--- src/rtl/bfu_pkg.sv ---
package bfu_pkg;
   localparam int unsigned OP_W = 4;

   typedef enum logic [OP_W-1:0] {
      BF_DEPOSIT = 4'd0,
      BF_PULL    = 4'd1,
      BF_SEEK1   = 4'd2,
      BF_SEEK0   = 4'd3,
      BF_MAND    = 4'd4,
      BF_MOR     = 4'd5,
      BF_MXOR    = 4'd6
   } bfu_op_e;
endpackage

--- src/rtl/bfu_field_mask.sv ---
module bfu_field_mask #(
   parameter int unsigned DATA_W = 16,
   localparam int unsigned POS_W = $clog2(DATA_W)
) (
   input  logic [POS_W-1:0]  fstart,
   input  logic [POS_W-1:0]  flenm1,
   output logic [DATA_W-1:0] fmask,
   output logic [DATA_W-1:0] jmask,
   output logic              fits
);
   localparam int unsigned SUM_W = POS_W + 1;

   logic [SUM_W-1:0] fend;
   assign fend = {1'b0, fstart} + {1'b0, flenm1};
   assign fits = (fend <= SUM_W'(DATA_W - 1));

   for (genvar b = 0; b < DATA_W; b++) begin : g_bit
      localparam logic [SUM_W-1:0] BIDX = SUM_W'(b);
      assign jmask[b] = (BIDX <= {1'b0, flenm1});
      assign fmask[b] = (BIDX >= {1'b0, fstart}) && (BIDX <= fend);
   end
endmodule

--- src/rtl/bfu_scan.sv ---
module bfu_scan #(
   parameter int unsigned DATA_W = 16,
   localparam int unsigned POS_W = $clog2(DATA_W),
   localparam int unsigned CNT_W = POS_W + 1
) (
   input  logic [DATA_W-1:0] fbits,
   input  logic [DATA_W-1:0] jmask,
   input  logic [POS_W-1:0]  flenm1,
   input  logic              want_one,
   input  logic              from_top,
   output logic [CNT_W-1:0]  pos
);
   logic [DATA_W-1:0] hits;
   logic [POS_W-1:0]  lo_idx;
   logic [POS_W-1:0]  hi_idx;

   assign hits = want_one ? (fbits & jmask) : (~fbits & jmask);

   always_comb begin
      lo_idx = '0;
      hi_idx = '0;
      for (int i = DATA_W - 1; i >= 0; i--) begin
         if (hits[i]) lo_idx = POS_W'(i);
      end
      for (int i = 0; i < DATA_W; i++) begin
         if (hits[i]) hi_idx = POS_W'(i);
      end
   end

   always_comb begin
      if (hits == '0)
         pos = {1'b0, flenm1} + CNT_W'(2);
      else if (from_top)
         pos = {1'b0, flenm1 - hi_idx};
      else
         pos = {1'b0, lo_idx};
   end
endmodule

--- src/rtl/bfu_unit.sv ---
module bfu_unit
   import bfu_pkg::*;
#(
   parameter int unsigned DATA_W = 16,
   localparam int unsigned POS_W = $clog2(DATA_W),
   localparam int unsigned DESC_W = 2 * POS_W,
   localparam int unsigned CNT_W = POS_W + 1
) (
   input  logic              clk,
   input  logic              rst_n,
   input  logic              start,
   input  logic [OP_W-1:0]   op,
   input  logic [DESC_W-1:0] desc,
   input  logic              scan_dir,
   input  logic [DATA_W-1:0] acc_in,
   input  logic [DATA_W-1:0] mem_in,
   input  logic [DATA_W-1:0] mask_in,
   output logic              done,
   output logic              illegal,
   output logic [DATA_W-1:0] mem_out,
   output logic [DATA_W-1:0] acc_out
);
   if (DATA_W < 8 || (1 << POS_W) != DATA_W) begin : g_bad_cfg
      $error("bfu_unit: DATA_W must be a power of two of at least 8");
   end

   logic [POS_W-1:0]  fstart;
   logic [POS_W-1:0]  flenm1;
   logic [DATA_W-1:0] fmask;
   logic [DATA_W-1:0] jmask;
   logic              fits;
   logic [DATA_W-1:0] justified;
   logic [CNT_W-1:0]  seek_pos;
   logic              is_field;
   logic              is_reserved;
   bfu_op_e           opc;

   assign fstart = desc[POS_W-1:0];
   assign flenm1 = desc[DESC_W-1:POS_W];
   assign opc = bfu_op_e'(op);
   assign is_field = (op <= OP_W'(BF_SEEK0));
   assign is_reserved = (op > OP_W'(BF_MXOR));

   bfu_field_mask #(.DATA_W(DATA_W)) u_mask (
      .fstart (fstart),
      .flenm1 (flenm1),
      .fmask  (fmask),
      .jmask  (jmask),
      .fits   (fits)
   );

   assign justified = (mem_in >> fstart) & jmask;

   bfu_scan #(.DATA_W(DATA_W)) u_scan (
      .fbits    (justified),
      .jmask    (jmask),
      .flenm1   (flenm1),
      .want_one (opc == BF_SEEK1),
      .from_top (scan_dir),
      .pos      (seek_pos)
   );

   logic [DATA_W-1:0] nxt_mem;
   logic [DATA_W-1:0] nxt_acc;
   logic              nxt_ill;

   always_comb begin
      nxt_mem = mem_in;
      nxt_acc = acc_in;
      nxt_ill = 1'b0;
      if (is_reserved || (is_field && !fits)) begin
         nxt_ill = 1'b1;
      end else begin
         case (opc)
            BF_DEPOSIT: nxt_mem = (mem_in & ~fmask) | ((acc_in << fstart) & fmask);
            BF_PULL:    nxt_acc = justified;
            BF_SEEK1,
            BF_SEEK0:   nxt_acc = DATA_W'(seek_pos);
            BF_MAND:    nxt_mem = (mem_in & ~mask_in) | (mem_in & acc_in & mask_in);
            BF_MOR:     nxt_mem = (mem_in & ~mask_in) | ((mem_in | acc_in) & mask_in);
            BF_MXOR:    nxt_mem = (mem_in & ~mask_in) | ((mem_in ^ acc_in) & mask_in);
            default:    nxt_ill = 1'b1;
         endcase
      end
   end

   always_ff @(posedge clk or negedge rst_n) begin
      if (!rst_n) begin
         done    <= 1'b0;
         illegal <= 1'b0;
         mem_out <= '0;
         acc_out <= '0;
      end else begin
         done <= start;
         if (start) begin
            illegal <= nxt_ill;
            mem_out <= nxt_mem;
            acc_out <= nxt_acc;
         end
      end
   end
endmodule

--- config.mk ---
export PLATFORM = sky130hd
export DESIGN_NAME = bfu_unit
export DESIGN_NICKNAME = d
export VERILOG_FILES = /design/src/rtl/bfu_pkg.sv /design/src/rtl/bfu_field_mask.sv /design/src/rtl/bfu_scan.sv /design/src/rtl/bfu_unit.sv
export SDC_FILE = /design/constraint.sdc
export NUM_CORES = 1
export LEC_CHECK = 0
export BUFFER_PORTS_ARGS = -buffer_cell sky130_fd_sc_hd__buf_2
export CORE_AREA = 2 2 144 146
export CTS_CLUSTER_DIAMETER = 120
export DETAILED_ROUTE_END_ITERATION = 6
export DIE_AREA = 0 0 146 148
export PLACE_DENSITY = 0.53
export SETUP_SLACK_MARGIN = 0.3
export SYNTH_ARGS = -nofsm -noshare
export SYNTH_HDL_FRONTEND = slang
export SYNTH_SLANG_ARGS = --single-unit
export TNS_END_PERCENT = 20
--- constraint.sdc ---
create_clock -name clk -period 1 [get_ports clk]
set_clock_uncertainty 0.15 [all_clocks]
set_input_delay 0 -clock clk [delete_from_list [all_inputs] [get_ports clk]]
set_output_delay 0 -clock clk [all_outputs]
set_load 0.05 [all_outputs]
==> flow_metrics.tcl <==
set metrics [dict create \
    synth.top_cell.area_share 0.143 \
    outcome "finished with violations" \
    critPathSlowestCell "fa_2" \
    die_h_um 148 \
    highest_layer "met4" \
    ys_ff_latch 34 \
    syn_inst 783 \
    wl_met1_um 12200 \
    die_x_um 146 \
    tightest_slew_ps 708 \
    finalSetupTns_ps -44660 \
    multi_input_area_mm2 0.00531 \
    place_congestion 0.993 \
    hp-class "in2reg" \
    hold_buffers 1 \
    wirelength_um 28700 \
    cts_tree "built" \
    yosys.area.top_type "dfrtp_1" \
    rsz0062_at_grt "yes" \
    grt_pass1_vias 7776 \
    placed_area_mm2 0.00875 \
    setup_violations 34 \
    min_period_ps 3340 \
    io_buffers 97 \
    wl_met2_um 13600 \
    dieArea_mm2 0.0216 \
    crit_path_end_kind "flop" \
    syn_area_mm2 0.00595 \
    worstHoldStart "mask_in[4]" \
    max_freq_ghz 0.299 \
    clk_pin_slew_ps 50 \
    register_area_um2 851 \
    drive_above_1_share 0.484 \
    path_class "in2reg" \
    drt_iter0_markers 715 \
    avgViaCountPerCell 5.45 \
    crit_path_start "mem_in[13]" \
    route.detailed.drc 0 \
    start_kind "primary input" \
    htreeDepth 2 \
    worst_path_dominant_cell_family "compound AO/OA/AOI/OAI gates" \
    wl_per_cell_um 20.1 \
    crit_arrival_ps 3360 \
    grt_pass1_wl_um 44600 \
    power.density_mw_per_mm2 930 \
    instances_no_fill 1427 \
    grt_start_max_net_pins 35 \
    synth_area_leaders "dfrtp_1, ha_1, mux4_2" \
    r2r-start "acc_out[3]$_DFFE_PN0P_" \
    ant_nets 0 \
    cts-root-buf "clkbuf_16" \
    antenna_found_initial 0 \
    synth_enable_flop_cells 0 \
    cts_buffers 5 \
    maxCapViolCount 0 \
    cts_buffer_depth 2 \
    worst_slack_ps -2340 \
    hold_viol_final 7 \
    syn_to_final_growth_pct 73.9 \
    crit_buf_inv 1 \
    io_pins 98 \
    num_rows 52 \
    crit_fanout 8 \
    dp_cells 1371 \
    syn_area_per_cell_um2 7.60 \
    ir_drop_v 0.000624 \
    antennaDiodeCount 0 \
    drv_slew 0 \
    path_cells "buf_8 > mux4_2 > a221o_1 > o21ai_2 > xnor2_1 > nor2_1 > o22a_1 > o221ai_2 > a221o_1 > ha_4 > fa_2 > nor2b_2 > or3_1 > a31oi_1 > o21ai_1" \
    dr_total_vias 7777 \
    layout.nets 1264 \
    coreArea_mm2 0.0200 \
    wl_met3_um 1690 \
    relSlewSlack 0.526 \
    hpwl_um 22800 \
    overflow 0 \
    detail_route.first_pass.iterations 5 \
    clk_latency_ps 280 \
    required_ps 1020 \
    post-route-cell-area_mm2 0.0103 \
    cpMostUsedCell "a221o_1" \
    syn-num-nets 891 \
    holdWs_ps -141 \
    async_flop_share 1.00 \
    initial_core_util 0.297 \
    leakage_nw 4.73 \
    synthFlopType "dfrtp_1" \
    synth-seq-area-share 0.143 \
    clkSinkCount 34 \
    period_share 3.34 \
    violations "hold timing, setup timing" \
    num-fill-cells 1930 \
    critPathMaxStageDelay_ps 550 \
    yosysWarningCount 0 \
    grt_util_all_layers 0.263 \
    synth_cell_types 80 \
]
-- power breakdown --
part	internal [W]	leakage, nW	total (W)	switching (W)
sequential	0.00153	0.389	0.00165	0.000116
combinational	0.00297	4.26	0.00620	0.00323
clock	0.00118	0.0781	0.00177	0.000595
-- per-layer routing --
layer,GRT usage,vias to the layer above
met5,0,-
met4,0.0922,0
met3,0.0364,55
met2,0.448,302
met1,0.343,3705
li1,-,3715
-- timing repair --
action	in CTS	in global routing
pin swaps	55	31
resized for setup	215	33
setup buffers	38	7
cloned	2	0
endpoints found under the hold margin	43	4
setup endpoints to repair	67	67
-- cell families (layout without fill, tap and decap cells) --
kind of cell,after synthesis,after routing,synth area share
AOI/OAI and AO/OA,263,263,0.307
xor gates and xnor gates,15,15,0.0221
adders and majority gates,44,44,0.0951
buffers and inverters,100,474,0.0700
DFF,34,34,0.143
muxes,64,64,0.158
and+or+nand+nor,263,263,0.204
-- through the flow --
step                       util  power, W  hold slack [ps]  worst slack (ps)
after global placement    0.437   0.00657             -176             -2880
after global routing      0.516    0.0101             -120             -2460
after floorplan               -   0.00437             -446             -2460
after detailed placement  0.437   0.00658             -177             -2930
final                     0.516   0.00962             -141             -2340
after CTS                 0.506   0.00939             -144             -2340
-- synthesized netlist by cell type (all sizes together) (4+ instances only) --
| library cell | number |
|---|---|
| a221o | 6 |
| and3 | 10 |
| nand3 | 9 |
| nand4 | 8 |
| o21a | 4 |
| o22ai | 15 |
| a211oi | 5 |
| xnor2 | 12 |
| a22oi | 9 |
| mux4 | 23 |
| ha | 42 |
| o31ai | 9 |
| mux2i | 33 |
| o211ai | 20 |
| dfrtp | 34 |
| nand3b | 5 |
| o221ai | 4 |
| or2 | 5 |
| o21ai | 49 |
| nor4 | 4 |
| nand2 | 78 |
| a221oi | 14 |
| mux2 | 8 |
| a21oi | 54 |
| a31oi | 22 |
| clkbuf | 38 |
| a32oi | 8 |
| a21o | 8 |
| nor2 | 96 |
| buf | 18 |
| inv | 43 |
| or3 | 6 |
| nor3 | 18 |
| nor2b | 10 |
-- worst register-to-register path, cell delays in order (launching register included) --
cell and delay (ps):
dfrtp_1 400, a221oi_1 340, o31ai_1 120
-- sequential cells by signal (all words and copies together), names as in the netlist --
| register | flops |
|---|---|
| mem_out | 16 |
| illegal | 1 |
| acc_out | 16 |
| done | 1 |
-- path summary, 6_finish.rpt --
kind                            slack (ps)  depth (start not counted)                      to
worst max-delay path                 -2340                         15  acc_out[1]$_DFFE_PN0P_
worst min-delay path                  -140                          3  mem_out[4]$_DFFE_PN0P_
worst max register to register        -140                          2  acc_out[3]$_DFFE_PN0P_
worst min register to register         350                          1  mem_out[6]$_DFFE_PN0P_
max in group asynchronous              460                          3  mem_out[9]$_DFFE_PN0P_
min in group asynchronous               60                          3  acc_out[8]$_DFFE_PN0P_
-- layout make-up --
cell class	instances	area share
clock inverters	1	0.00290
clock buffers	7	0.0128
flip-flops and latches	34	0.0822
repair buffers	422	0.340
inverters	44	0.0162
well taps	270	0.0327
multi-input cells	649	0.513
-- placed cells by master (no fill, tap or decap), types with 5 or more instances in the layout --
| cell | Yosys | routed |
|---|---|---|
| clkbuf_16 | 0 | 5 |
| nor3_1 | 18 | 14 |
| nand3b_1 | 5 | 5 |
| inv_1 | 42 | 42 |
| o22ai_1 | 14 | 12 |
| nand3_1 | 9 | 9 |
| o21ai_0 | 42 | 34 |
| nor2_1 | 96 | 89 |
| buf_2 | 8 | 52 |
| a21oi_1 | 53 | 40 |
| nand4_1 | 7 | 7 |
| dfrtp_1 | 34 | 34 |
| a21oi_4 | 1 | 5 |
| a32oi_1 | 8 | 8 |
| o21ai_1 | 7 | 10 |
| mux2i_1 | 32 | 29 |
| buf_6 | 3 | 81 |
| nand2_1 | 78 | 72 |
| a31oi_1 | 22 | 18 |
| buf_12 | 0 | 9 |
| o211ai_1 | 20 | 20 |
| xnor2_1 | 12 | 9 |
| a21o_1 | 8 | 8 |
| a221o_1 | 6 | 6 |
| ha_1 | 42 | 38 |
| o21ai_2 | 0 | 5 |
| o31ai_1 | 9 | 6 |
| and3_1 | 10 | 10 |
| or2_2 | 5 | 5 |
| a21oi_2 | 0 | 9 |
| buf_4 | 2 | 273 |
| a22oi_1 | 9 | 7 |
| mux4_2 | 23 | 23 |
| a221oi_2 | 0 | 9 |
| nor2b_1 | 10 | 8 |
Note: power is estimated with default switching activity, not from simulation.
